`config.mk`:
```
export PLATFORM = sky130hd
export DESIGN_NAME = regwr_replay
export DESIGN_NICKNAME = d
export VERILOG_FILES = /design/src/rtl/rr_pkg.sv /design/src/rtl/rr_regs.sv /design/src/rtl/rr_region_map.sv /design/src/rtl/rr_engine.sv /design/src/rtl/regwr_replay.sv
export SDC_FILE = /design/constraint.sdc
export NUM_CORES = 1
export LEC_CHECK = 0
export BUFFER_PORTS_ARGS = -buffer_cell sky130_fd_sc_hd__buf_2
export CORE_MARGIN = 3
export CORE_UTILIZATION = 40
export CTS_BUF_LIST = sky130_fd_sc_hd__clkbuf_8 sky130_fd_sc_hd__clkbuf_16
export DETAILED_ROUTE_END_ITERATION = 10
export GPL_TIMING_DRIVEN = 0
export PLACE_DENSITY = 0.71
export RECOVER_POWER = 100
export SYNTH_ARGS = -nofsm -noshare
export SYNTH_HDL_FRONTEND = slang
export SYNTH_HIERARCHICAL = 1
export SYNTH_SLANG_ARGS = --single-unit
```
`constraint.sdc`:
```
create_clock -name clk -period 9.2 [get_ports clk]
set_clock_uncertainty 0.15 [all_clocks]
set_input_delay 1.38 -clock clk [delete_from_list [all_inputs] [get_ports clk]]
set_output_delay 1.38 -clock clk [all_outputs]
set_load 0.02 [all_outputs]
```
`src/rtl/rr_pkg.sv`:
```
package rr_pkg;

    localparam int unsigned REG_W = 32;

    typedef enum logic [2:0] {
        ST_IDLE,
        ST_PICK,
        ST_FETCH_VAL,
        ST_FETCH_OFS,
        ST_ISSUE,
        ST_DONE
    } rr_state_e;

    // Region identifiers; completion flag of region k is flag bit 1+k.
    localparam int unsigned RG_DB  = 0;
    localparam int unsigned RG_SBH = 1;
    localparam int unsigned RG_SBL = 2;
    localparam int unsigned NUM_RG = 3;

    // Control word layout
    localparam int unsigned CTRL_RUN  = 0;
    localparam int unsigned CTRL_ORD  = 1;
    localparam int unsigned IE_LSB    = 2;
    localparam int unsigned FLAG_LSB  = 16;
    localparam int unsigned NFLAG     = 7;

    // Flag indices (relative to FLAG_LSB / IE_LSB)
    localparam int unsigned FL_RDERR  = 0;
    localparam int unsigned FL_COMP0  = 1;
    localparam int unsigned FL_BUSERR = 6;

    // Register byte offsets
    localparam int unsigned OFS_CTRL   = 'h00;
    localparam int unsigned OFS_DBBASE = 'h10;
    localparam int unsigned OFS_DBCNT  = 'h14;
    localparam int unsigned OFS_SBBASE = 'h18;
    localparam int unsigned OFS_SBCNT  = 'h1C;
    localparam int unsigned OFS_ERR    = 'h20;

    localparam int unsigned ENTRY_BYTES = 8;
    localparam int unsigned WORD_BYTES  = 4;

endpackage

```
`src/rtl/rr_regs.sv`:
```
module rr_regs
    import rr_pkg::*;
#(
    parameter int unsigned ADDR_W = 32,
    parameter int unsigned CNT_W  = 16,
    parameter int unsigned CFG_AW = 6
) (
    input  logic                 clk,
    input  logic                 rst_n,
    input  logic                 cfg_we,
    input  logic [CFG_AW-1:0]    cfg_addr,
    input  logic [REG_W-1:0]     cfg_wdata,
    output logic [REG_W-1:0]     cfg_rdata,
    input  logic                 fin,
    input  logic [NFLAG-1:0]     set_flags,
    input  logic                 err_we,
    input  logic [REG_W-1:0]     err_in,
    output logic                 run,
    output logic                 ord,
    output logic [ADDR_W-1:0]    db_base,
    output logic [CNT_W-1:0]     db_cnt,
    output logic [ADDR_W-1:0]    sb_base,
    output logic [CNT_W-1:0]     hp_cnt,
    output logic [CNT_W-1:0]     lp_cnt,
    output logic [NFLAG-1:0]     flags,
    output logic [NFLAG-1:0]     ie,
    output logic [REG_W-1:0]     err_addr,
    output logic                 irq
);

    logic hit_ctrl, hit_dbb, hit_dbc, hit_sbb, hit_sbc;
    logic [NFLAG-1:0] w1c;

    always_comb begin
        hit_ctrl = cfg_we && (cfg_addr == CFG_AW'(OFS_CTRL));
        hit_dbb  = cfg_we && (cfg_addr == CFG_AW'(OFS_DBBASE));
        hit_dbc  = cfg_we && (cfg_addr == CFG_AW'(OFS_DBCNT));
        hit_sbb  = cfg_we && (cfg_addr == CFG_AW'(OFS_SBBASE));
        hit_sbc  = cfg_we && (cfg_addr == CFG_AW'(OFS_SBCNT));
        w1c      = hit_ctrl ? cfg_wdata[FLAG_LSB +: NFLAG] : '0;
    end

    always_ff @(posedge clk) begin
        if (!rst_n) begin
            run      <= 1'b0;
            ord      <= 1'b0;
            ie       <= '0;
            flags    <= '0;
            db_base  <= '0;
            db_cnt   <= '0;
            sb_base  <= '0;
            hp_cnt   <= '0;
            lp_cnt   <= '0;
            err_addr <= '0;
        end else begin
            if (fin)
                run <= 1'b0;
            else if (hit_ctrl && cfg_wdata[CTRL_RUN])
                run <= 1'b1;
            if (hit_ctrl)
                ie <= cfg_wdata[IE_LSB +: NFLAG];
            if (hit_ctrl && !run)
                ord <= cfg_wdata[CTRL_ORD];
            flags <= (flags & ~w1c) | set_flags;
            if (!run) begin
                if (hit_dbb) db_base <= cfg_wdata[ADDR_W-1:0];
                if (hit_dbc) db_cnt  <= cfg_wdata[CNT_W-1:0];
                if (hit_sbb) sb_base <= cfg_wdata[ADDR_W-1:0];
                if (hit_sbc) begin
                    hp_cnt <= cfg_wdata[CNT_W-1:0];
                    lp_cnt <= cfg_wdata[16 +: CNT_W];
                end
            end
            if (err_we)
                err_addr <= err_in;
        end
    end

    assign irq = |(flags & ie);

    always_comb begin
        cfg_rdata = '0;
        unique case (cfg_addr)
            CFG_AW'(OFS_CTRL): begin
                cfg_rdata[CTRL_RUN]           = run;
                cfg_rdata[CTRL_ORD]           = ord;
                cfg_rdata[IE_LSB +: NFLAG]    = ie;
                cfg_rdata[FLAG_LSB +: NFLAG]  = flags;
            end
            CFG_AW'(OFS_DBBASE): cfg_rdata = REG_W'(db_base);
            CFG_AW'(OFS_DBCNT):  cfg_rdata = REG_W'(db_cnt);
            CFG_AW'(OFS_SBBASE): cfg_rdata = REG_W'(sb_base);
            CFG_AW'(OFS_SBCNT): begin
                cfg_rdata[CNT_W-1:0]   = hp_cnt;
                cfg_rdata[16 +: CNT_W] = lp_cnt;
            end
            CFG_AW'(OFS_ERR):    cfg_rdata = err_addr;
            default:             cfg_rdata = '0;
        endcase
    end

endmodule

```
`src/rtl/rr_region_map.sv`:
```
module rr_region_map
    import rr_pkg::*;
#(
    parameter int unsigned ADDR_W = 32,
    parameter int unsigned CNT_W  = 16
) (
    input  logic [ADDR_W-1:0] db_base,
    input  logic [CNT_W-1:0]  db_cnt,
    input  logic [ADDR_W-1:0] sb_base,
    input  logic [CNT_W-1:0]  hp_cnt,
    input  logic [CNT_W-1:0]  lp_cnt,
    input  logic              ord,
    input  logic [1:0]        slot,
    output logic              slot_ok,
    output logic [1:0]        rg_id,
    output logic [ADDR_W-1:0] rg_base,
    output logic [CNT_W-1:0]  rg_cnt
);

    localparam int unsigned SHIFT = $clog2(ENTRY_BYTES);

    logic [ADDR_W-1:0] base_tab [NUM_RG];
    logic [CNT_W-1:0]  cnt_tab  [NUM_RG];

    for (genvar g = 0; g < NUM_RG; g++) begin : g_rg
        if (g == RG_DB) begin : g_db
            assign base_tab[g] = db_base;
            assign cnt_tab[g]  = db_cnt;
        end else if (g == RG_SBH) begin : g_sbh
            assign base_tab[g] = sb_base;
            assign cnt_tab[g]  = hp_cnt;
        end else begin : g_sbl
            assign base_tab[g] = sb_base + (ADDR_W'(hp_cnt) << SHIFT);
            assign cnt_tab[g]  = lp_cnt;
        end
    end

    always_comb begin
        slot_ok = (slot < 2'(NUM_RG));
        if (ord)
            rg_id = slot;
        else
            rg_id = (slot == 2'd2) ? 2'(RG_DB) : slot + 2'd1;
        rg_base = '0;
        rg_cnt  = '0;
        if (slot_ok) begin
            unique case (rg_id)
                2'd0:    begin rg_base = base_tab[0]; rg_cnt = cnt_tab[0]; end
                2'd1:    begin rg_base = base_tab[1]; rg_cnt = cnt_tab[1]; end
                default: begin rg_base = base_tab[2]; rg_cnt = cnt_tab[2]; end
            endcase
        end
    end

endmodule

```
`src/rtl/rr_engine.sv`:
```
module rr_engine
    import rr_pkg::*;
#(
    parameter int unsigned ADDR_W = 32,
    parameter int unsigned CNT_W  = 16
) (
    input  logic              clk,
    input  logic              rst_n,
    input  logic              run,
    input  logic              slot_ok,
    input  logic [1:0]        rg_id,
    input  logic [ADDR_W-1:0] rg_base,
    input  logic [CNT_W-1:0]  rg_cnt,
    output logic [1:0]        slot,
    output logic              mem_req,
    output logic [ADDR_W-1:0] mem_addr,
    input  logic              mem_ack,
    input  logic [REG_W-1:0]  mem_rdata,
    input  logic              mem_err,
    output logic              wr_valid,
    output logic [REG_W-1:0]  wr_addr,
    output logic [REG_W-1:0]  wr_data,
    input  logic              wr_ready,
    input  logic              wr_err,
    output logic              fin,
    output logic [NFLAG-1:0]  set_flags,
    output logic              err_we,
    output logic [REG_W-1:0]  err_addr
);

    rr_state_e          state, nxt;
    logic [CNT_W-1:0]   idx;
    logic [ADDR_W-1:0]  ptr;
    logic [REG_W-1:0]   val_q, ofs_q;
    logic [NUM_RG-1:0]  ran;
    logic               last;

    assign last = (idx + CNT_W'(1)) == rg_cnt;

    // State register
    always_ff @(posedge clk) begin
        if (!rst_n) state <= ST_IDLE;
        else        state <= nxt;
    end

    // Transitions
    always_comb begin
        nxt = state;
        unique case (state)
            ST_IDLE:      if (run) nxt = ST_PICK;
            ST_PICK: begin
                if (!slot_ok)          nxt = ST_DONE;
                else if (rg_cnt != '0) nxt = ST_FETCH_VAL;
            end
            ST_FETCH_VAL: if (mem_ack) nxt = mem_err ? ST_IDLE : ST_FETCH_OFS;
            ST_FETCH_OFS: if (mem_ack) nxt = mem_err ? ST_IDLE : ST_ISSUE;
            ST_ISSUE: begin
                if (wr_ready) begin
                    if (wr_err)    nxt = ST_IDLE;
                    else if (last) nxt = ST_PICK;
                    else           nxt = ST_FETCH_VAL;
                end
            end
            ST_DONE:      nxt = ST_IDLE;
            default:      nxt = ST_IDLE;
        endcase
    end

    // Datapath registers
    always_ff @(posedge clk) begin
        if (!rst_n) begin
            slot  <= '0;
            idx   <= '0;
            ptr   <= '0;
            val_q <= '0;
            ofs_q <= '0;
            ran   <= '0;
        end else begin
            unique case (state)
                ST_IDLE: begin
                    if (run) begin
                        slot <= '0;
                        ran  <= '0;
                    end
                end
                ST_PICK: begin
                    if (slot_ok) begin
                        if (rg_cnt != '0) begin
                            ptr <= rg_base;
                            idx <= '0;
                        end else begin
                            slot <= slot + 2'd1;
                        end
                    end
                end
                ST_FETCH_VAL: begin
                    if (mem_ack && !mem_err) begin
                        val_q <= mem_rdata;
                        ptr   <= ptr + ADDR_W'(WORD_BYTES);
                    end
                end
                ST_FETCH_OFS: begin
                    if (mem_ack && !mem_err) begin
                        ofs_q <= mem_rdata;
                        ptr   <= ptr + ADDR_W'(WORD_BYTES);
                    end
                end
                ST_ISSUE: begin
                    if (wr_ready && !wr_err) begin
                        idx <= idx + CNT_W'(1);
                        if (last) begin
                            ran[rg_id] <= 1'b1;
                            slot       <= slot + 2'd1;
                        end
                    end
                end
                ST_DONE: ;
                default: ;
            endcase
        end
    end

    // Outputs
    always_comb begin
        mem_req   = 1'b0;
        wr_valid  = 1'b0;
        fin       = 1'b0;
        set_flags = '0;
        err_we    = 1'b0;
        unique case (state)
            ST_FETCH_VAL, ST_FETCH_OFS: begin
                mem_req = 1'b1;
                if (mem_ack && mem_err) begin
                    fin                 = 1'b1;
                    set_flags[FL_RDERR] = 1'b1;
                end
            end
            ST_ISSUE: begin
                wr_valid = 1'b1;
                if (wr_ready && wr_err) begin
                    fin                  = 1'b1;
                    set_flags[FL_BUSERR] = 1'b1;
                    err_we               = 1'b1;
                end
            end
            ST_DONE: begin
                fin = 1'b1;
                set_flags[FL_COMP0 +: NUM_RG] = ran;
            end
            default: ;
        endcase
    end

    assign mem_addr = ptr;
    assign wr_addr  = ofs_q;
    assign wr_data  = val_q;
    assign err_addr = ofs_q;

endmodule

```
`src/rtl/regwr_replay.sv`:
```
module regwr_replay
    import rr_pkg::*;
#(
    parameter int unsigned ADDR_W = 32,
    parameter int unsigned CNT_W  = 16,
    parameter int unsigned CFG_AW = 6
) (
    input  logic              clk,
    input  logic              rst_n,
    input  logic              cfg_we,
    input  logic [CFG_AW-1:0] cfg_addr,
    input  logic [31:0]       cfg_wdata,
    output logic [31:0]       cfg_rdata,
    output logic              mem_req,
    output logic [ADDR_W-1:0] mem_addr,
    input  logic              mem_ack,
    input  logic [31:0]       mem_rdata,
    input  logic              mem_err,
    output logic              wr_valid,
    input  logic              wr_ready,
    output logic [31:0]       wr_addr,
    output logic [31:0]       wr_data,
    input  logic              wr_err,
    output logic              irq
);

    logic              run, ord, fin, err_we, slot_ok;
    logic [NFLAG-1:0]  set_flags, flags, ie;
    logic [REG_W-1:0]  err_in, err_addr;
    logic [ADDR_W-1:0] db_base, sb_base, rg_base;
    logic [CNT_W-1:0]  db_cnt, hp_cnt, lp_cnt, rg_cnt;
    logic [1:0]        slot, rg_id;

    rr_regs #(.ADDR_W(ADDR_W), .CNT_W(CNT_W), .CFG_AW(CFG_AW)) u_regs (
        .clk(clk), .rst_n(rst_n), .cfg_we(cfg_we), .cfg_addr(cfg_addr),
        .cfg_wdata(cfg_wdata), .cfg_rdata(cfg_rdata), .fin(fin),
        .set_flags(set_flags), .err_we(err_we), .err_in(err_in),
        .run(run), .ord(ord), .db_base(db_base), .db_cnt(db_cnt),
        .sb_base(sb_base), .hp_cnt(hp_cnt), .lp_cnt(lp_cnt),
        .flags(flags), .ie(ie), .err_addr(err_addr), .irq(irq)
    );

    rr_region_map #(.ADDR_W(ADDR_W), .CNT_W(CNT_W)) u_map (
        .db_base(db_base), .db_cnt(db_cnt), .sb_base(sb_base),
        .hp_cnt(hp_cnt), .lp_cnt(lp_cnt), .ord(ord), .slot(slot),
        .slot_ok(slot_ok), .rg_id(rg_id), .rg_base(rg_base), .rg_cnt(rg_cnt)
    );

    rr_engine #(.ADDR_W(ADDR_W), .CNT_W(CNT_W)) u_eng (
        .clk(clk), .rst_n(rst_n), .run(run), .slot_ok(slot_ok),
        .rg_id(rg_id), .rg_base(rg_base), .rg_cnt(rg_cnt), .slot(slot),
        .mem_req(mem_req), .mem_addr(mem_addr), .mem_ack(mem_ack),
        .mem_rdata(mem_rdata), .mem_err(mem_err), .wr_valid(wr_valid),
        .wr_addr(wr_addr), .wr_data(wr_data), .wr_ready(wr_ready),
        .wr_err(wr_err), .fin(fin), .set_flags(set_flags),
        .err_we(err_we), .err_addr(err_in)
    );

endmodule

```
Yosys cells after proc, flatten, opt, wreduce, memory -nomap -nowiden
Cells that the tools add are included.
W data, S select, Z words.
{ "totals": {"regBits": 280, "word_cells": 141} }
{ "classes": {"reduce_logical": 37, "n_addsub": 4, "order_cmp": 3, "n_mux": 49, "n_eq_ne": 24, "n_bitwise": 7} }
{ "op_table": {"columns": ["op", "count"], "rows": [
  ["$pmux W32 S2", 2],
  ["$mux W32", 3],
  ["$pmux W7 S5", 2],
  ["$mux W16", 4],
  ["$pmux W16 S2", 2],
  ["$pmux W9 S6", 1],
  ["$mux W3", 12],
  ["$pmux W9 S4", 1],
  ["$add A32 B19 Y32", 1],
  ["$add A32 B3 Y32 const B", 1],
  ["$eq A6 B5 Y1 const B", 4],
  ["$mux W2", 9],
  ["$add A16 B1 Y16 const B", 1],
  ["$eq A16 B16 Y1", 1],
  ["$reduce_bool A16 Y1", 1],
  ["$pmux W3 S5", 1],
  ["$and A7 B7 Y7", 2],
  ["$logic_and A1 B1 Y1", 12],
  ["$reduce_and A2 Y1", 6],
  ["$reduce_and A4 Y1", 3],
  ["$ne A2 B1 Y1 const B", 5],
  ["$ne A2 B2 Y1 const B", 5],
  ["$mux W1", 7],
  ["$mux W7", 1],
  ["29 further kinds", 37]
]} }

Depth between registers and ports, before layout
{ "logic_depth": {"ltp_word": 11, "depth_mapped": 15, "ltp_nobuf": 14} }

By module
Netlist, hierarchy kept.
{ "by_module_without_submodules": {"columns": ["module", "cells_per_inst", "area_per_inst_um2", "seq_area_each_um2", "n_inst"], "rows": [
  ["rr_regs", 729, 7223.2, 3203.1, 1],
  ["rr_engine", 841, 6228.5, 2402.3, 1],
  ["rr_region_map", 502, 3294.4, 0.0, 1]
]} }

Least setup slack after synthesis
No wires, ideal clock.
{ "synth_timing": {"path_type": "input-to-output", "startpoint": "input cfg_addr[3]", "endpoint": "output cfg_rdata[14]", "stages": 6, "t_arrival_ns": 3.014, "slack_ns": 4.656, "path_buffers": 3, "path_cell_list": "buf_6 > or4_1 > buf_2 > nor3b_2 > buf_4 > a221o_1"} }
{ "synth_between": {"elab_chain_len": 2, "word_cells_on_any_way": 6, "classes_between": "5 x eq/ne; 1 x mux"} }
{ "synth_lines": {"columns": ["element", "line", "text"], "rows": [
  ["start, declared", "regwr_replay.sv:11", "input logic [CFG_AW-1:0] cfg_addr,"],
  ["$eq A6 B6 Y1 / $eq A6 B5 Y1 (equally long branches)", "rr_regs.sv:83", "unique case (cfg_addr)"],
  ["$pmux W7 S5 *", "rr_regs.sv:83", null],
  ["end, declared", "regwr_replay.sv:13", "output logic [31:0] cfg_rdata,"]
]} }
Every way passes the cells marked *; elsewhere a longest branch is shown, timed or not.

Worst setup path in the final report
{ "layout_timing": {"startpoint": "register u_regs.ord", "endpoint": "register u_eng.state[1]"} }
{ "layout_between": {"elab_chain_len": 9, "word_cells_on_any_way": 13, "classes_between": "3 x eq/ne; 7 x mux; 3 x reduce/logical"} }
{ "layout_lines": {"columns": ["element", "line", "text"], "rows": [
  ["start, declared", "rr_regs.sv:19", "output logic ord,"],
  ["start signal, assigned", "rr_regs.sv:63", "ord <= cfg_wdata[CTRL_ORD];"],
  ["$mux W2 *", "rr_region_map.sv:40", "if (ord)"],
  ["$eq A2 B1 Y1 / $logic_not A2 Y1 (equally long branches)", "rr_region_map.sv:47", "unique case (rg_id)"],
  ["$pmux W16 S2 *", "rr_region_map.sv:47", null],
  ["$mux W16 *", "rr_region_map.sv:46", "if (slot_ok) begin"],
  ["named net rg_cnt[2]", "regwr_replay.sv:31", "logic [CNT_W-1:0] db_cnt, hp_cnt, lp_cnt, rg_cnt;"],
  ["$eq A16 B16 Y1", "rr_engine.sv:38", "assign last = (idx + CNT_W'(1)) == rg_cnt;"],
  ["$mux W2", "rr_engine.sv:60", "else if (last) nxt = ST_PICK;"],
  ["$mux W3", "rr_engine.sv:59", "if (wr_err) nxt = ST_IDLE;"],
  ["$mux W3", "rr_engine.sv:58", "if (wr_ready) begin"],
  ["$pmux W3 S5", "rr_engine.sv:49", "unique case (state)"],
  ["end signal, assigned", "rr_engine.sv:43", "else state <= nxt;"],
  ["end, declared", "rr_engine.sv:31", "rr_state_e state, nxt;"]
]} }
Mark *: on every way through the listed nets, which the timed path passes. The rest lies on a longest branch. The select of a mux whose other input is x is not followed.
A chain may end at the register's enable or synchronous reset.

==> impl_metrics.py <==
metrics = {
    "status": {
        "outcome": "finished with violations",
        "violations": "max-capacitance violations, max-slew violations",
    },
    "synth": {
        "synth_xor_area_share_pct": 1.76,
        "synth-simple-area-share_pct": 20.7,
        "synth-adder-area-share_pct": 1.46,
        "synthFlopType": "dfxtp_1",
        "synth_warnings": 6,
        "synth_edf_count": 0,
        "synth-compound-area-share_pct": 18.5,
        "ys_types": 85,
        "synth_seq_cells": 280,
        "async_flop_share_pct": 0,
        "netlist_area_um2": 16700,
        "synthMuxAreaShare_pct": 17.8,
        "synth-seq-area-share_pct": 33.5,
        "syn_area_per_cell_um2": 8.08,
        "synth_top_family_by_area": "simple AND/OR/NAND/NOR gates",
        "synth_cells": 2072,
    },
    "min_path": {
        "hold_class": "reg -> reg",
    },
    "finish": {
        "final_nets": 2407,
        "design_area_um2": 19200,
        "instances_no_fill": 2869,
        "fin_util_pct": 46.8,
        "layout-drive-gt1-share_pct": 11.1,
        "syn_to_final_growth_pct": 14.9,
    },
    "place": {
        "dp_hpwl_um": 53200,
        "post_dp_cell_area_um2": 18400,
        "port_buffers": 205,
        "globalplace.congestion": 1.02,
        "dp.cells": 2810,
    },
    "setup_path": {
        "path_class": "reg -> reg",
        "cp_data_required_time_ps": 9530,
        "crit_path_end_kind": "flip-flop",
        "cp_max_fo": 10,
        "arrival_ps": 7370,
        "start_kind": "flip-flop",
    },
    "timing": {
        "finalCritPeriodShare_pct": 76.5,
        "tightest_slew_ps": 2190,
        "tns_ps": 0,
        "max_freq_mhz": 142,
        "slew_headroom_pct": -49.9,
        "drv_slew": 10,
        "period_minus_slack_ps": 7040,
        "rsz0062_at_grt": "false",
        "hold_viol": 0,
        "setup_viol": 0,
        "finalHoldWorstSlack_ps": 303,
    },
    "detailed_routing": {
        "drc": 0,
        "wl_per_cell_um": 23.8,
        "vias": 17300,
        "vias_per_cell": 6.02,
        "dr.pass1.iters": 6,
        "drtAntennaViolNets": 0,
        "dr.first_iter.drc_count": 2008,
        "routed_wl_um": 68400,
    },
    "global_routing": {
        "grt_start_max_net_pins": 17,
        "grt_pass1_wl_um": 101000,
        "antenna_found_initial": 3,
        "grt_overflow_total": 0,
        "grt_pass1_vias": 16400,
        "grt_use_total_pct": 29.4,
    },
    "cts": {
        "cts_tree": "done",
        "ctsHoldBuffers": 0,
        "clkTransAtPathRegs_ps": 60,
        "clock_tree.root_cell": "clkbuf_16",
        "clock_latency_ps": 610,
        "h-tree-depth": 1,
        "ctsResizeCount": 0,
        "post-cts-setup-buffers": 0,
        "cts_max_path_buffers": 3,
        "clock_sinks": 280,
        "cts_buffers": 31,
    },
    "die": {
        "die_area_um2": 44400,
        "die_width_um": 211,
        "rows": 74,
        "die_h_um": 211,
        "core_area_um2": 41100,
        "start_util_pct": 40.7,
        "io_pins": 208,
    },
    "power_and_ir_drop": {
        "irDropWorstVdd_uv": 138,
        "cellLeakagePower_nw": 7.15,
        "powerDensity_nw_per_um2": 144,
    },
    "job": {
        "cap_violations": 2,
    },
}
path summary, 6_finish.rpt:
check,from,cells past startpoint,endpoint,slack (ps)
worst max-delay path,u_regs/ord$_SDFFE_PN0P_,13,u_eng/state[1]$_SDFFE_PN0P_,2160
worst max register to register,u_regs/ord$_SDFFE_PN0P_,13,u_eng/state[1]$_SDFFE_PN0P_,2160
worst min-delay path,u_eng/wr_data[24]$_SDFFE_PN0P_,2,u_eng/wr_data[24]$_SDFFE_PN0P_,300
worst min register to register,u_eng/wr_data[24]$_SDFFE_PN0P_,2,u_eng/wr_data[24]$_SDFFE_PN0P_,300
power by group:
part / switching (mW) / internal, mW
registers: 0.0137 / 1.22
clock network: 0.543 / 0.744
logic: 0.173 / 0.0769
total: 0.730 / 2.04
cell type report:
cell class                 instances  area [µm²]
antenna                            3        7.51
clock inverter                    19         179
tap                              532         666
sequential                       280        5610
fill                            4202       21900
buffer                           184         887
multi-input combinational       1577       10000
inverter                          32         120
clock buffer                      37         858
timing repair buffer             205         862
synthesized netlist by cell type, types with 4 or more instances:
cell type / instances / area share (%)
nand2_1: 388 / 8.7
nand3_1: 39 / 1.2
and2_1: 14 / 0.52
a311oi_1: 5 / 0.26
o22ai_1: 23 / 0.86
o221ai_1: 9 / 0.47
o211a_1: 4 / 0.24
o31ai_1: 7 / 0.31
or2_2: 6 / 0.22
xor2_1: 13 / 0.68
dfxtp_1: 280 / 33
nor2_1: 133 / 3.0
or4_1: 6 / 0.27
mux2_2: 52 / 3.5
o221a_2: 7 / 0.47
xnor2_1: 18 / 0.94
nand4_1: 11 / 0.41
a21oi_1: 169 / 5.1
nand2b_1: 7 / 0.26
nor2b_1: 42 / 1.6
mux2i_1: 240 / 14
a31oi_1: 31 / 1.2
o211ai_1: 7 / 0.31
o21ai_0: 75 / 2.2
inv_1: 32 / 0.72
buf_1: 9 / 0.20
a21o_1: 9 / 0.40
buf_4: 36 / 1.6
nor3_1: 60 / 1.8
a221oi_1: 5 / 0.26
a22o_1: 5 / 0.26
nor4_1: 11 / 0.41
a22oi_1: 13 / 0.58
a221o_1: 33 / 2.0
o21a_1: 11 / 0.49
clkbuf_1: 111 / 2.5
a211oi_1: 11 / 0.49
ha_1: 18 / 1.3
and3_1: 16 / 0.60
buf_2: 20 / 0.60
or3_1: 9 / 0.34
a41oi_1: 5 / 0.26
buf_6: 6 / 0.40
cells by family (layout without fill, tap and decap cells):
family | after synthesis | in the layout
flip-flops | 280 | 280
AO/OA/AOI/OAI | 466 | 466
XOR/XNOR | 32 | 32
other | 1 | 5
buffers and inverters | 216 | 477
multiplexers | 292 | 292
adder cells (fa/ha/maj) | 19 | 19
AND/OR/NAND/NOR | 766 | 766
per-layer routing:
layer | GRT usage (%) | wire length, µm | vias to the layer above
met5 | 0 | 23 | -
met4 | 12.7 | 3520 | 4
met3 | 5.84 | 6520 | 209
met2 | 48.0 | 30800 | 984
met1 | 37.8 | 27500 | 8221
li1 | - | - | 7858
cells in the final DEF, fill, tap and decap left out, types with 11 or more instances in the layout:
master	n
dfxtp_1	280
clkbuf_16	31
buf_2	86
nand3_1	39
nor2b_1	42
and2_1	13
ha_1	18
a22oi_1	13
nand2_1	388
a21oi_1	169
and3_1	16
nor3_1	61
o21a_1	11
o21ai_0	75
o22ai_1	23
mux2_2	52
mux2i_1	240
nor2_1	133
xnor2_1	18
clkbuf_1	256
a211oi_1	11
nand4_1	11
a31oi_1	31
a221o_1	33
xor2_1	13
inv_1	40
nor4_1	12
buf_4	35
per-stage QoR:
| step | power [mW] | setup WS (ps) |
|---|---|---|
| after floorplan | 1.41 | 4660 |
| after global placement | 1.50 | 3830 |
| after detailed placement | 1.51 | 3820 |
| after CTS | 2.78 | 3800 |
| after global routing | 2.85 | 1720 |
| final | 2.77 | 2160 |
critical path, stage by stage (launching register included):
cell and delay (ps):
dfxtp_1 480, clkbuf_1 510, clkbuf_1 550, clkbuf_1 660
clkbuf_1 680, mux2i_1 200, o22ai_1 410, xnor3_1 220
nand3_1 100, a2111oi_0 470, o2111ai_1 260, a2111oi_0 1780
nor3_1 150, o221a_1 300
registers in the layout (all words and copies together) (netlist names), 32 cells and up:
| signal | count |
|---|---|
| u_regs/err_addr | 32 |
| u_regs/db_base | 32 |
| u_eng/mem_addr | 32 |
| u_eng/err_addr | 32 |
| u_eng/wr_data | 32 |
| u_regs/sb_base | 32 |
(Power assumes the default switching activity.)
